===== src/rtl/scan_tap_pkg.sv =====
package scan_tap_pkg;

    typedef enum logic [3:0] {
        ST_TLR, ST_RTI,
        ST_SEL_DR, ST_CAP_DR, ST_SH_DR, ST_EX1_DR, ST_PAU_DR, ST_EX2_DR, ST_UPD_DR,
        ST_SEL_IR, ST_CAP_IR, ST_SH_IR, ST_EX1_IR, ST_PAU_IR, ST_EX2_IR, ST_UPD_IR
    } tap_state_t;

    localparam int IR_W = 3;
    localparam logic [IR_W-1:0] OP_EXTEST  = 3'b000;
    localparam logic [IR_W-1:0] OP_IDCODE  = 3'b001;
    localparam logic [IR_W-1:0] OP_SAMPZ   = 3'b010;
    localparam logic [IR_W-1:0] OP_SAMPLE  = 3'b100;
    localparam logic [IR_W-1:0] OP_BYPASS  = 3'b111;
    localparam logic [IR_W-1:0] IR_CAPTURE = 3'b001;

    typedef enum logic [1:0] {SEL_BYP, SEL_ID, SEL_BSR} dr_sel_t;

    typedef struct packed {
        logic    hiz;
        logic    extest;
        dr_sel_t sel;
    } op_ctrl_t;

    function automatic tap_state_t tap_next(tap_state_t s, logic m);
        tap_state_t n;
        case (s)
            ST_TLR:    n = m ? ST_TLR    : ST_RTI;
            ST_RTI:    n = m ? ST_SEL_DR : ST_RTI;
            ST_SEL_DR: n = m ? ST_SEL_IR : ST_CAP_DR;
            ST_CAP_DR: n = m ? ST_EX1_DR : ST_SH_DR;
            ST_SH_DR:  n = m ? ST_EX1_DR : ST_SH_DR;
            ST_EX1_DR: n = m ? ST_UPD_DR : ST_PAU_DR;
            ST_PAU_DR: n = m ? ST_EX2_DR : ST_PAU_DR;
            ST_EX2_DR: n = m ? ST_UPD_DR : ST_SH_DR;
            ST_UPD_DR: n = m ? ST_SEL_DR : ST_RTI;
            ST_SEL_IR: n = m ? ST_TLR    : ST_CAP_IR;
            ST_CAP_IR: n = m ? ST_EX1_IR : ST_SH_IR;
            ST_SH_IR:  n = m ? ST_EX1_IR : ST_SH_IR;
            ST_EX1_IR: n = m ? ST_UPD_IR : ST_PAU_IR;
            ST_PAU_IR: n = m ? ST_EX2_IR : ST_PAU_IR;
            ST_EX2_IR: n = m ? ST_UPD_IR : ST_SH_IR;
            ST_UPD_IR: n = m ? ST_SEL_DR : ST_RTI;
            default:   n = ST_TLR;
        endcase
        return n;
    endfunction

    function automatic op_ctrl_t op_decode(logic [IR_W-1:0] op);
        op_ctrl_t c;
        c.hiz    = (op == OP_SAMPZ);
        c.extest = (op == OP_EXTEST);
        case (op)
            OP_IDCODE:                      c.sel = SEL_ID;
            OP_EXTEST, OP_SAMPZ, OP_SAMPLE: c.sel = SEL_BSR;
            default:                        c.sel = SEL_BYP;
        endcase
        return c;
    endfunction

endpackage


===== src/rtl/scan_tap_fsm.sv =====
module scan_tap_fsm
    import scan_tap_pkg::*;
(
    input  logic       tck,
    input  logic       rst,
    input  logic       tms,
    output tap_state_t state
);

    always_ff @(posedge tck) begin
        if (rst) state <= ST_TLR;
        else     state <= tap_next(state, tms);
    end


    tlr_hold_chk: assert property (@(posedge tck) disable iff (rst)
        (state == ST_TLR && tms) |=> state == ST_TLR);

endmodule


===== src/rtl/scan_tap_ir.sv =====
module scan_tap_ir
    import scan_tap_pkg::*;
(
    input  logic            tck,
    input  logic            rst,
    input  logic            tdi,
    input  tap_state_t      state,
    output logic            ir_so,
    output logic [IR_W-1:0] act_op
);

    logic [IR_W-1:0] ir_sh;

    always_ff @(posedge tck) begin
        if (rst)
            ir_sh <= IR_CAPTURE;
        else if (state == ST_CAP_IR)
            ir_sh <= IR_CAPTURE;
        else if (state == ST_SH_IR)
            ir_sh <= {tdi, ir_sh[IR_W-1:1]};
    end

    always_ff @(negedge tck) begin
        if (rst || state == ST_TLR)
            act_op <= OP_IDCODE;
        else if (state == ST_UPD_IR)
            act_op <= ir_sh;
    end

    assign ir_so = ir_sh[0];


    ir_cap_chk: assert property (@(posedge tck) disable iff (rst)
        (state == ST_CAP_IR) |=> ir_sh == IR_CAPTURE);


    ir_upd_chk: assert property (@(posedge tck) disable iff (rst)
        (state == ST_UPD_IR) |=> act_op == $past(ir_sh));


    ir_tlr_chk: assert property (@(posedge tck) disable iff (rst)
        (state == ST_TLR) |=> act_op == OP_IDCODE);

endmodule


===== src/rtl/scan_tap_dr.sv =====
module scan_tap_dr
    import scan_tap_pkg::*;
#(
    parameter int          BSR_LEN = 107,
    parameter logic [31:0] ID_WORD = 32'h0000_0067
) (
    input  logic               tck,
    input  logic               rst,
    input  logic               tdi,
    input  tap_state_t         state,
    input  dr_sel_t            sel,
    input  logic [BSR_LEN-1:0] pin_in,
    output logic               dr_so,
    output logic [BSR_LEN-1:0] pin_out
);

    logic               byp_q;
    logic [31:0]        id_sh;
    logic [BSR_LEN-1:0] bsr_sh;

    always_ff @(posedge tck) begin
        if (rst) begin
            byp_q  <= 1'b0;
            id_sh  <= '0;
            bsr_sh <= '0;
        end else if (state == ST_CAP_DR) begin
            case (sel)
                SEL_ID:  id_sh  <= ID_WORD;
                SEL_BSR: bsr_sh <= pin_in;
                default: byp_q  <= 1'b0;
            endcase
        end else if (state == ST_SH_DR) begin
            case (sel)
                SEL_ID:  id_sh  <= {tdi, id_sh[31:1]};
                SEL_BSR: bsr_sh <= {tdi, bsr_sh[BSR_LEN-1:1]};
                default: byp_q  <= tdi;
            endcase
        end
    end

    always_ff @(negedge tck) begin
        if (rst || state == ST_TLR)
            pin_out <= '0;
        else if (state == ST_UPD_DR && sel == SEL_BSR)
            pin_out <= bsr_sh;
    end

    always_comb begin
        case (sel)
            SEL_ID:  dr_so = id_sh[0];
            SEL_BSR: dr_so = bsr_sh[0];
            default: dr_so = byp_q;
        endcase
    end


    byp_cap_chk: assert property (@(posedge tck) disable iff (rst)
        (state == ST_CAP_DR && sel == SEL_BYP) |=> byp_q == 1'b0);


    bsr_cap_chk: assert property (@(posedge tck) disable iff (rst)
        (state == ST_CAP_DR && sel == SEL_BSR) |=> bsr_sh == $past(pin_in));


    pin_hold_chk: assert property (@(posedge tck) disable iff (rst)
        (state == ST_UPD_DR && sel != SEL_BYP && sel != SEL_BSR) |=> $stable(pin_out));

endmodule


===== src/rtl/scan_tap.sv =====
module scan_tap
    import scan_tap_pkg::*;
#(
    parameter int          BSR_LEN = 107,
    parameter logic [16:0] DEV_ID  = 17'h00123,
    parameter logic [10:0] VENDOR  = 11'h033,
    parameter logic [2:0]  REV     = 3'h0
) (
    input  logic               tck,
    input  logic               rst,
    input  logic               tms,
    input  logic               tdi,
    input  logic [BSR_LEN-1:0] bs_pin_in,
    output logic               tdo,
    output logic               tdo_oe,
    output logic [BSR_LEN-1:0] bs_pin_out,
    output logic               bs_extest,
    output logic               out_hiz
);

    localparam logic [31:0] ID_WORD = {REV, DEV_ID, VENDOR, 1'b1};

    tap_state_t      fsm_state;
    logic [IR_W-1:0] act_op;
    logic            ir_so;
    logic            dr_so;
    op_ctrl_t        ctrl;

    scan_tap_fsm u_fsm (
        .tck   (tck),
        .rst   (rst),
        .tms   (tms),
        .state (fsm_state)
    );

    scan_tap_ir u_ir (
        .tck    (tck),
        .rst    (rst),
        .tdi    (tdi),
        .state  (fsm_state),
        .ir_so  (ir_so),
        .act_op (act_op)
    );

    assign ctrl = op_decode(act_op);

    scan_tap_dr #(.BSR_LEN(BSR_LEN), .ID_WORD(ID_WORD)) u_dr (
        .tck     (tck),
        .rst     (rst),
        .tdi     (tdi),
        .state   (fsm_state),
        .sel     (ctrl.sel),
        .pin_in  (bs_pin_in),
        .dr_so   (dr_so),
        .pin_out (bs_pin_out)
    );

    always_ff @(negedge tck) begin
        if (rst) begin
            tdo    <= 1'b0;
            tdo_oe <= 1'b0;
        end else begin
            case (fsm_state)
                ST_SH_DR: begin tdo <= dr_so; tdo_oe <= 1'b1; end
                ST_SH_IR: begin tdo <= ir_so; tdo_oe <= 1'b1; end
                default:  begin tdo <= 1'b0;  tdo_oe <= 1'b0; end
            endcase
        end
    end

    assign bs_extest = ctrl.extest;
    assign out_hiz   = ctrl.hiz;


    tdo_en_chk: assert property (@(posedge tck) disable iff (rst)
        tdo_oe == (fsm_state == ST_SH_DR || fsm_state == ST_SH_IR));


    mode_tlr_chk: assert property (@(posedge tck) disable iff (rst)
        (fsm_state == ST_TLR) |=> (!out_hiz && !bs_extest));


    mode_excl_chk: assert property (@(posedge tck) disable iff (rst)
        !(out_hiz && bs_extest));

endmodule


===== config.mk =====
export PLATFORM = sky130hd
export DESIGN_NAME = scan_tap
export DESIGN_NICKNAME = d
export VERILOG_FILES = /design/src/rtl/scan_tap_pkg.sv /design/src/rtl/scan_tap_fsm.sv /design/src/rtl/scan_tap_ir.sv /design/src/rtl/scan_tap_dr.sv /design/src/rtl/scan_tap.sv
export SDC_FILE = /design/constraint.sdc
export NUM_CORES = 1
export LEC_CHECK = 0
export ABC_CLOCK_PERIOD_IN_PS = 2320
export BUFFER_PORTS_ARGS = -buffer_cell sky130_fd_sc_hd__buf_2
export CAP_MARGIN = 0
export CORE_ASPECT_RATIO = 1.75
export CORE_MARGIN = 10
export CORE_UTILIZATION = 54
export CTS_BUF_LIST = sky130_fd_sc_hd__clkbuf_8 sky130_fd_sc_hd__clkbuf_16
export CTS_CLUSTER_DIAMETER = 60
export DETAILED_ROUTE_END_ITERATION = 8
export MAX_ROUTING_LAYER = met4
export PLACE_DENSITY = 0.91
export SYNTH_ARGS = -nofsm -noshare
export SYNTH_HDL_FRONTEND = slang
export SYNTH_SLANG_ARGS = --single-unit

===== constraint.sdc =====
create_clock -name tck -period 2.32 [get_ports tck]
set_input_delay 0.116 -clock tck [delete_from_list [all_inputs] [get_ports tck]]
set_output_delay 0.116 -clock tck [all_outputs]
set_load 0.02 [all_outputs]

==> metrics.md, run 1 <==
| Metric | Value |
|---|---|
| Err | [ERROR GRT-0232] Routing congestion too high. Check the congestion heatmap in the GUI. |
| Synth warnings | 0 |
| Initial antenna violation count | 14 |
| Avg Inst Size Synth | approximately 9.3 sq um |
| Top_reg_cell synth | dfxtp_1 |
| Clock Root Buffer | clkbuf_16 |
| Exit stage | global routing (5_1_grt) |
| Post-synth EDFFs | 0 |
| #FFs+latches synth | 259 |
| Starting Density | 55.00% |
| GRT overflow | 1 |
| Bufs on Longest Clock Path | 3 |
| Post-synth top area cell | dfxtp_1 |
| Status | stopped before the end |
| Crit. endpoint post-GRT repair | u_dr.id_sh[14]$_SDFFE_PP0P_/D |
| Total Routing Usage GR | a little over 70% |
| Io pins | 222 |
| Clock sinks | 259 |
| Synth top area cells | dfxtp_1 (52%), mux2i_1 (11%), o2bb2ai_1 (9.4%), nand2_1 (9.3%), a21oi_1 (7.0%) |
| Post-Synthesis Cells | 1067 |
| Top cell type's share of synthesized area | between 50% and 60% |
| # rows | 65 |
| Synth Cell Area | around 9900 sq um |
| Die W | 122.5 um |
| Final GP Congestion | 0.8716 |
| Post-synthesis sequential area ratio | 52.22% |
| Deepest level of the CTS H-tree | 1 |
| Post-Syn Nets | 1181 |
| WEP type | register input |
| Total CTS buffers | 24 |
| DIE HEIGHT | 199.4 um |
| Largest net degree at the start of global routing | 63 |
| Synth cell types | 42 |
| HPWL after DPL | 19550 um |
| Number of port buffers | roughly 220 |
| Post-synth ARST share | 0% |
-- timing repair --
action | in CTS
cloned | 6
setup buffers | 5
hold endpoints to repair | 111
endpoints found under the setup margin | 360
pin swaps | 27
gates resized for setup | 50
hold buffers | 110
-- through the flow --
stage / std cells / instance area (sq um) / worst slack [ns] / hold WS, ns
global placement: 1483 / 11630 / -0.3042 / 0.3816
floorplan: 1067 / 10170 / -0.2391 / 0.2635
detailed placement: 1483 / 11630 / -0.3781 / 0.3951
CTS: 1759 / 14290 / -0.4055 / 0.03142
-- layer usage --
metal | overflow | track usage, %
met5 | - | -
met2 | 0 | 85.45
met1 | 0 | 67.56
met4 | 1 | 65.64
met3 | 0 | 65.33
-- cell families after synthesis --
family / after synthesis / share of synthesized area [%]
adders and majority gates: 3 / 0.3781
DFF: 259 / 52.22
muxes: 109 / 10.99
xor gates and xnor gates: 1 / 0.08822
and+or+nand+nor: 330 / 13.87
buffers and inverters: 100 / 4.574
AOI/OAI and AO/OA: 265 / 17.88
-- synthesized netlist by cell type (5+ instances only) --
cell type and instances:
nor3_1 21, dfxtp_1 259, nand3_1 27, inv_1 7, o2bb2ai_1 107, a21oi_1 138, clkbuf_1 52, nor2_1 16
mux2i_1 109, o21ai_0 5, buf_2 30, nand2_1 246
==> run 2, diff against run 1 <==
--- a/config.mk
+++ b/config.mk
@@ -8,14 +8,10 @@
 export ABC_CLOCK_PERIOD_IN_PS = 2320
 export BUFFER_PORTS_ARGS = -buffer_cell sky130_fd_sc_hd__buf_2
 export CAP_MARGIN = 0
-export CORE_ASPECT_RATIO = 1.75
 export CORE_MARGIN = 10
-export CORE_UTILIZATION = 54
-export CTS_BUF_LIST = sky130_fd_sc_hd__clkbuf_8 sky130_fd_sc_hd__clkbuf_16
-export CTS_CLUSTER_DIAMETER = 60
+export CORE_UTILIZATION = 40
 export DETAILED_ROUTE_END_ITERATION = 8
-export MAX_ROUTING_LAYER = met4
-export PLACE_DENSITY = 0.91
+export PLACE_DENSITY_LB_ADDON = 0.15
 export SYNTH_ARGS = -nofsm -noshare
 export SYNTH_HDL_FRONTEND = slang
 export SYNTH_SLANG_ARGS = --single-unit
==> run 2 against run 1 <==
The flow now finishes, with violations (negative setup slack). Synthesized cell count unchanged. Area after synthesis unchanged.
==> metrics.md, run 2 <==
| Metric | Value |
|---|---|
| Status | finished with violations |
| Failing checks | negative setup slack |
| Die area | 31530 sq um |
| Register area | 5344 sq um |
| Pleak | 0.006656 uW |
| Hold Crit Depth | 4 |
| Inst Count DP | 1579 (+6.5%) |
| Peak VDD IR | between 0.4 and 0.5 mV |
| Initial DRT Pass Iterations | 5 |
| Nets | 1702 |
| Flop2flop setup slack | -0.54 ns |
| Synth cell types | 42 (unchanged) |
| Deepest level of the CTS H-tree | 1 (unchanged) |
| Initial antenna violation count | 2 |
| CTS tree | done |
| Post-synthesis sequential area ratio | 52.22% (unchanged) |
| Multi-input gate area | 5593 sq um |
| Internal Pwr Total | between 8000 and 9000 uW |
| Most frequent cell after synthesis | dfxtp_1 |
| Dpl ws | -0.3458 ns (+0.03236 ns) |
| Commonest non-fill, non-tap cell in the layout | nand2_1 |
| Post-synth top area cell | dfxtp_1 |
| Clock sinks | 259 (unchanged) |
| Hold endpoint | u_dr.bsr_sh[85]$_SDFFE_PP0P_ |
| Max-cap violations | 0 |
| RSZ-0062 raised after global routing | true |
| Startpoint class of the critical path | flip-flop |
| DIE HEIGHT | 177.6 um (-11%) |
| Total Routing Usage GR | approximately 18% |
| Die W | 177.6 um (+45%) |
| Via count | 10210 |
| Routed len/inst | 19.98 um |
| Clock Root Buffer | clkbuf_16 |
| Arrival @ worst endpoint | 3.32 ns |
| FILL cells | 1660 |
| Largest regs | u_dr.bsr_sh x107, u_dr.pin_out x107, u_dr.id_sh x32 |
| Net Sw Power | 3005 uW |
| Top cell type's share of synthesized area | 52.22% (unchanged) |
| Clock power frac | 50.7% |
| # setup viols final | 299 |
| Hold Path Class | input pin to flip-flop |
| Maximum net fanout on the critical path | 8 |
| Core Region | between 20000 and 25000 sq um |
| RR Startpoint | u_ir.act_op[2]$_SDFFE_NP0N_ |
| Fin. Hold Viols | 0 |
| Final GP Congestion | 0.7670 (-12%) |
| Worst-path clk slew | 0.06 ns |
| Io pins | 222 (unchanged) |
| Most frequent cells in the layout | nand2_1 (240), dfxtp_1 (144), buf_6 (136) |
| Critical Path Source | u_ir.act_op[2]$_SDFFE_NP0N_ |
| # rows | 57 (-12%) |
| Bufs on Longest Clock Path | 3 (unchanged) |
| Comb power frac | 8.8% |
| Max-slew violations | 0 |
| Vias in the first global route | between 9000 and 10000 |
| Starting Density | 40.71% (-14 points) |
| #FFs+latches synth | 259 (unchanged) |
| P&R area growth vs syn | 78.19% |
| Vias per cell | 5.269 |
| Relative slew slack | between 60% and 70% |
| Number of port buffers | 221 (unchanged) |
| Synth warnings | 0 (unchanged) |
| Post-Syn Nets | 1181 (unchanged) |
| Top_reg_cell synth | dfxtp_1 |
| Post-Route WL | 38720 um |
| Worst-Skew Late Latency | between 0.6 and 0.7 ns |
| Worst R2R End | u_dr.bsr_sh[39]$_SDFFE_PP0P_ |
| Net Sw Frac | about 27% |
| DRC | 0 |
| GRT overflow | 0 |
| Synth top area cells | dfxtp_1 (52%), mux2i_1 (11%), o2bb2ai_1 (9.4%), nand2_1 (9.3%), a21oi_1 (7.0%) |
| ANT nets after route | 0 |
| Sequential Power Share | 40.5% |
| Post-synth ARST share | 0% (unchanged) |
| HPWL after DPL | 18740 um (-4.1%) |
| Worst EP required | 2.78 ns |
| DR iter-0 viols | a little under 700 |
| Share of cells above drive strength 1 | 47.58% |
| Largest net degree at the start of global routing | 62 |
| Total CTS buffers | 30 (+25%) |
| Synth Cell Area | 9930 sq um (unchanged) |
| CP Class | flip-flop to flip-flop |
| Post-Synthesis Cells | 1067 (unchanged) |
| Slew @ Worst Pin | about 0.46 ns |
| Non-Filler Instances | around 1900 |
| Clk_skew | 0.08032 ns |
| CP Capture Type | flip-flop |
| Post-synth EDFFs | 0 (unchanged) |
| First-pass GRT wire length | 46690 um |
| Most common library cells after synthesis | dfxtp_1 (259), nand2_1 (246), a21oi_1 (138) |
| Reg2reg path depth | 7 |
| Beginning of the worst hold path | bs_pin_in[85] |
| Min setup slack post-route | -0.5398 ns |
| Avg Inst Size Synth | 9.306 sq um (unchanged) |
| Total power density per cell area | 625.4 nW/um^2 |
-- run 2: how the worst max path moves through the flow --
| stage | end | slack (ns) | cells past startpoint |
|---|---|---|---|
| 5_1_grt | u_dr.bsr_sh[39]$_SDFFE_PP0P_ | -0.58 | 7 |
| 3_5_place_dp | u_dr.bsr_sh[66]$_SDFFE_PP0P_ | -0.35 | 6 |
| 2_1_floorplan | u_dr.pin_out[10]$_SDFFE_NP0P_ | -0.24 | 9 |
| 3_3_place_gp | u_dr.bsr_sh[58]$_SDFFE_PP0P_ | -0.33 | 6 |
| 4_1_cts | u_dr.bsr_sh[52]$_SDFFE_PP0P_ | -0.39 | 6 |
| 6_report | u_dr.bsr_sh[39]$_SDFFE_PP0P_ | -0.54 | 7 |
-- run 2: routing by layer --
metal  wire length [um]  share of wire (%)  GRT usage [%]  vias to the layer above
li1                   -                  -              -                     4809
met1              15850                 41          21.94                     4995
met2              19740                 51          30.05                      305
met3               1778                4.6          3.591                      103
met4               1351                3.5          5.592                        0
met5                  0                  0              0                        -
-- run 2: repair_timing --
| action | 4_1_cts | 5_1_grt |
|---|---|---|
| pin swaps | 3 | 52 |
| endpoints found under the setup margin | 363 | 363 |
| hold endpoints to repair | 119 | 0 |
| buffers inserted | 1 | 44 |
| hold buffers | 111 | 0 |
| resized for setup | 19 | 633 |
| gates cloned | 0 | 36 |
-- run 2: per-stage QoR --
step	setup TNS [ns]	instance area [sq um]	hold WS (ns)	util, %	power, uW
6_report	-87.43	17690	0.3749	72.54	11070
5_1_grt	-105.19	17690	0.3874	72.54	11460
4_1_cts	-75.69	14400	0.3557	59.04	10680
3_5_place_dp	-73.60	11790	0.3898	48.33	5311
3_3_place_gp	-73.71	11790	0.3813	48.33	5312
2_1_floorplan	-44.79	10170	0.2635	-	5099
-- run 2: kinds of logic after synthesis --
kind of cell / share of synthesized area, %
buffers and inverters: 4.574
and+or+nand+nor: 13.87
muxes: 10.99
adders and majority gates: 0.3781
DFF: 52.22
AOI/OAI and AO/OA: 17.88
xor gates and xnor gates: 0.08822
-- run 2: power by group through the flow --
stage                     clock network (uW)  registers (uW)  logic (uW)
final                                   5610            4480         977
after global routing                    5970            4470        1010
after CTS                               5590            4480         605
after detailed placement                 295            4570         450
after global placement                   295            4570         451
after floorplan                          295            4560         242
-- run 2: worst max-delay path, cell delays in order (launching register included) --
cell and delay, ns:
dfxtp_4 0.35, nor2_4 0.12, nand2_4 0.07, ha_4 0.18, a21oi_4 0.29, buf_12 0.21
clkbuf_16 0.18, o2bb2ai_2 0.13
-- run 2: cell type report --
type,instances,area share [%]
flip-flops and latches,259,30.20
clock inverters,131,3.196
inverters,6,0.1273
well taps,324,2.291
multi-input cells,708,31.61
clock buffers,37,4.865
diodes,2,0.02829
repair buffers,471,27.68
(Power assumes the default switching activity.)
==> run 3, diff against run 2 <==
--- a/config.mk
+++ b/config.mk
@@ -10,8 +10,10 @@
 export CAP_MARGIN = 0
 export CORE_MARGIN = 10
 export CORE_UTILIZATION = 40
+export CTS_CLUSTER_SIZE = 10
 export DETAILED_ROUTE_END_ITERATION = 8
 export PLACE_DENSITY_LB_ADDON = 0.15
+export SETUP_SLACK_MARGIN = 0.5
 export SYNTH_ARGS = -nofsm -noshare
 export SYNTH_HDL_FRONTEND = slang
 export SYNTH_SLANG_ARGS = --single-unit
==> run 3 against run 2 <==
The run still ends with negative setup slack left. Critical path depth decreased by 4. Clock power decreased by 3%. Sequential power barely moved. Largest power group unchanged.
==> metrics.md, run 3 (synthesized netlist as in run 2, its figures left out) <==
| Metric | Value |
|---|---|
| Min setup slack post-route | -0.4732 ns (+0.06657 ns) |
| Relative slew slack | 63.34% (-6.1 points) |
| Clk_skew | 0.08213 ns (+0.001815 ns) |
| GRT overflow | 0 (unchanged) |
| First-pass GRT wire length | 51580 um (+10%) |
| # rows | 57 (unchanged) |
| Slew @ Worst Pin | 0.5499 ns (+0.09192 ns) |
| Largest net degree at the start of global routing | 69 (+11%) |
| FILL cells | 1684 (+1.4%) |
| Max-cap violations | 0 (unchanged) |
| Initial DRT Pass Iterations | 5 (unchanged) |
| DIE HEIGHT | 177.6 um (unchanged) |
| Hold_ws | 0.04343 ns (-0.3315 ns) |
| Fin area | 17590 sq um (-0.61%) |
| Post-Route Utilization | 72.10% (-0.44 points) |
| Starting Density | 40.71% (unchanged) |
| Hold Path Class | input pin to flip-flop |
| Placed Area | 11910 sq um (+0.99%) |
| Maximum net fanout on the critical path | 3 (-5) |
| Clock sinks | 259 (unchanged) |
| Vias per cell | 5.326 (+1.1%) |
| Largest regs | u_dr.bsr_sh x107, u_dr.pin_out x107, u_dr.id_sh x32 |
| Clock Root Buffer | clkbuf_16 |
| Reg2reg path depth | 8 (+1) |
| Startpoint class of the critical path | flip-flop |
| Fin. Hold Viols | 0 (unchanged) |
| Core Region | 24390 sq um (unchanged) |
| Uppermost layer routed | met4 |
| Nets | 1714 (+0.71%) |
| DR iter-0 viols | 723 (+4.5%) |
| Worst EP required | 2.20 ns (-0.58 ns) |
| Routed len/inst | 20.00 um (+0.11%) |
| DRC | 0 (unchanged) |
| Status | finished with violations |
| HPWL after DPL | 18910 um (+0.89%) |
| Die W | 177.6 um (unchanged) |
| Setup TNS | -90.90 ns (-3.467 ns) |
| Die area | 31530 sq um (unchanged) |
| CTS tree | done |
| Failing checks | negative setup slack |
| Hold Crit Depth | 4 (unchanged) |
| Worst-path clk slew | 0.06 ns (about the same) |
| Hold endpoint | u_ir.ir_sh[0]$_SDFFE_PP1N_ |
| RR Startpoint | u_ir.act_op[1]$_SDFFE_NP0N_ |
| Flop2flop setup slack | -0.45 ns (+0.09 ns) |
| Beginning of the worst hold path | rst |
| Worst-Skew Late Latency | 0.62 ns (about the same) |
| CP Class | flip-flop to primary output |
| Arrival @ worst endpoint | 2.68 ns (-0.64 ns) |
| Pleak | 0.006658 uW (about the same) |
| Total power density per cell area | 616.4 nW/um^2 (-1.4%) |
| CP Capture Type | primary output |
| Final GP Congestion | 0.7615 (-0.72%) |
| ANT nets after route | 0 (unchanged) |
| Bufs on Longest Clock Path | 3 (unchanged) |
| Post-Route WL | 38990 um (+0.68%) |
| RSZ-0062 raised after global routing | true |
| Via count | 10380 (+1.7%) |
| Total Routing Usage GR | 19.94% (+2.3 points) |
| Total CTS buffers | 30 (unchanged) |
| DR WL met3 | 2354 um (+32%) |
| Io pins | 222 (unchanged) |
| Commonest non-fill, non-tap cell in the layout | nand2_1 |
| # setup viols final | 288 (-3.7%) |
| Worst R2R End | u_dr.bsr_sh[70]$_SDFFE_PP0P_ |
| P&R area growth vs syn | 77.10% |
| Deepest level of the CTS H-tree | 1 (unchanged) |
| Number of port buffers | 221 (unchanged) |
| Most frequent cells in the layout | nand2_1 (219), dfxtp_1 (143), buf_6 (140) |
| Initial antenna violation count | 0 (-2) |
| Max-slew violations | 0 (unchanged) |
| M1 wire length | 15840 um (-0.10%) |
| Share of cells above drive strength 1 | 44.77% (-2.8 points) |
| WL met2 | 19820 um (+0.41%) |
| Vias in the first global route | 9545 (+5.5%) |
| Peak VDD IR | 0.4913 mV (+14%) |
run 3: cell types whose count changed in the layout (fill, tap and decap cells not counted), moves of 12 or more:
| cell | delta |
|---|---|
| buf_16 | +15 |
| nand2_2 | +12 |
| nand2_1 | -21 |
| o2bb2ai_1 | +55 |
| clkbuf_1 | +12 |
| o2bb2ai_2 | -54 |
run 3: area by class of cell:
class	instances	area [sq um]	share of cell area, %
Clock inverter	121	500.5	2.846
Timing Repair Buffer	482	5162	29.36
Inverter	6	22.52	0.1281
Tap cell	324	405.4	2.305
Antenna cell	1	2.502	0.01423
Clock buffer	47	867.1	4.931
Multi-Input combinational cell	709	5270	29.97
Sequential cell	259	5355	30.45
run 3: timing repair:
action | CTS | global route
setup buffers | 14 | 35
hold endpoints to repair | 113 | 0
hold buffers | 109 | 0
gates resized for setup | 46 | 581
gates cloned | 19 | 18
setup endpoints to repair | 363 | 363
pin swaps | 12 | 53
run 3: how the worst max path moves through the flow:
stage                                                to                   startpoint  slack, ns  depth (start not counted)
after floorplan           u_dr.pin_out[10]$_SDFFE_NP0P_    u_fsm.state[2]$_SDFF_PP0_      -0.24                          9
after global placement      u_dr.id_sh[28]$_SDFFE_PP0P_  u_ir.act_op[1]$_SDFFE_NP0N_      -0.31                          8
after detailed placement    u_dr.id_sh[18]$_SDFFE_PP0P_  u_ir.act_op[1]$_SDFFE_NP0N_      -0.32                          8
after CTS                                       out_hiz  u_ir.act_op[0]$_SDFFE_NP1N_      -0.44                          3
after global routing         u_dr.id_sh[9]$_SDFFE_PP0P_  u_ir.act_op[1]$_SDFFE_NP0N_      -0.54                          9
final                                           out_hiz  u_ir.act_op[1]$_SDFFE_NP0N_      -0.47                          3
run 3: where the power goes:
part / internal, uW / leakage, uW / switching (uW)
Sequential: 4460 / 0.00215 / 11.9
Combinational: 531 / 0.00346 / 415
Clock: 2980 / 0.00105 / 2440
run 3: routing by layer:
metal	GRT usage [%]	vias to the layer above
li1	-	4846
met1	25.20	5105
met2	34.28	355
met3	4.144	75
met4	4.307	0
met5	0	-
run 3: worst max-delay path: stages (launching register included):
cell and delay (ns):
dfxtp_4 0.37, buf_4 0.14, nor3b_4 0.26, buf_6 0.16
run 3: through the flow:
| step | instances | total power, uW | setup slack, ns |
|---|---|---|---|
| 2_1_floorplan | 1067 | 5101 | -0.2391 |
| 3_3_place_gp | 1586 | 5352 | -0.3078 |
| 3_5_place_dp | 1586 | 5350 | -0.3171 |
| 4_1_cts | 1895 | 10620 | -0.4387 |
| 5_1_grt | 1948 | 11280 | -0.5394 |
| 6_report | 1949 | 10840 | -0.4732 |
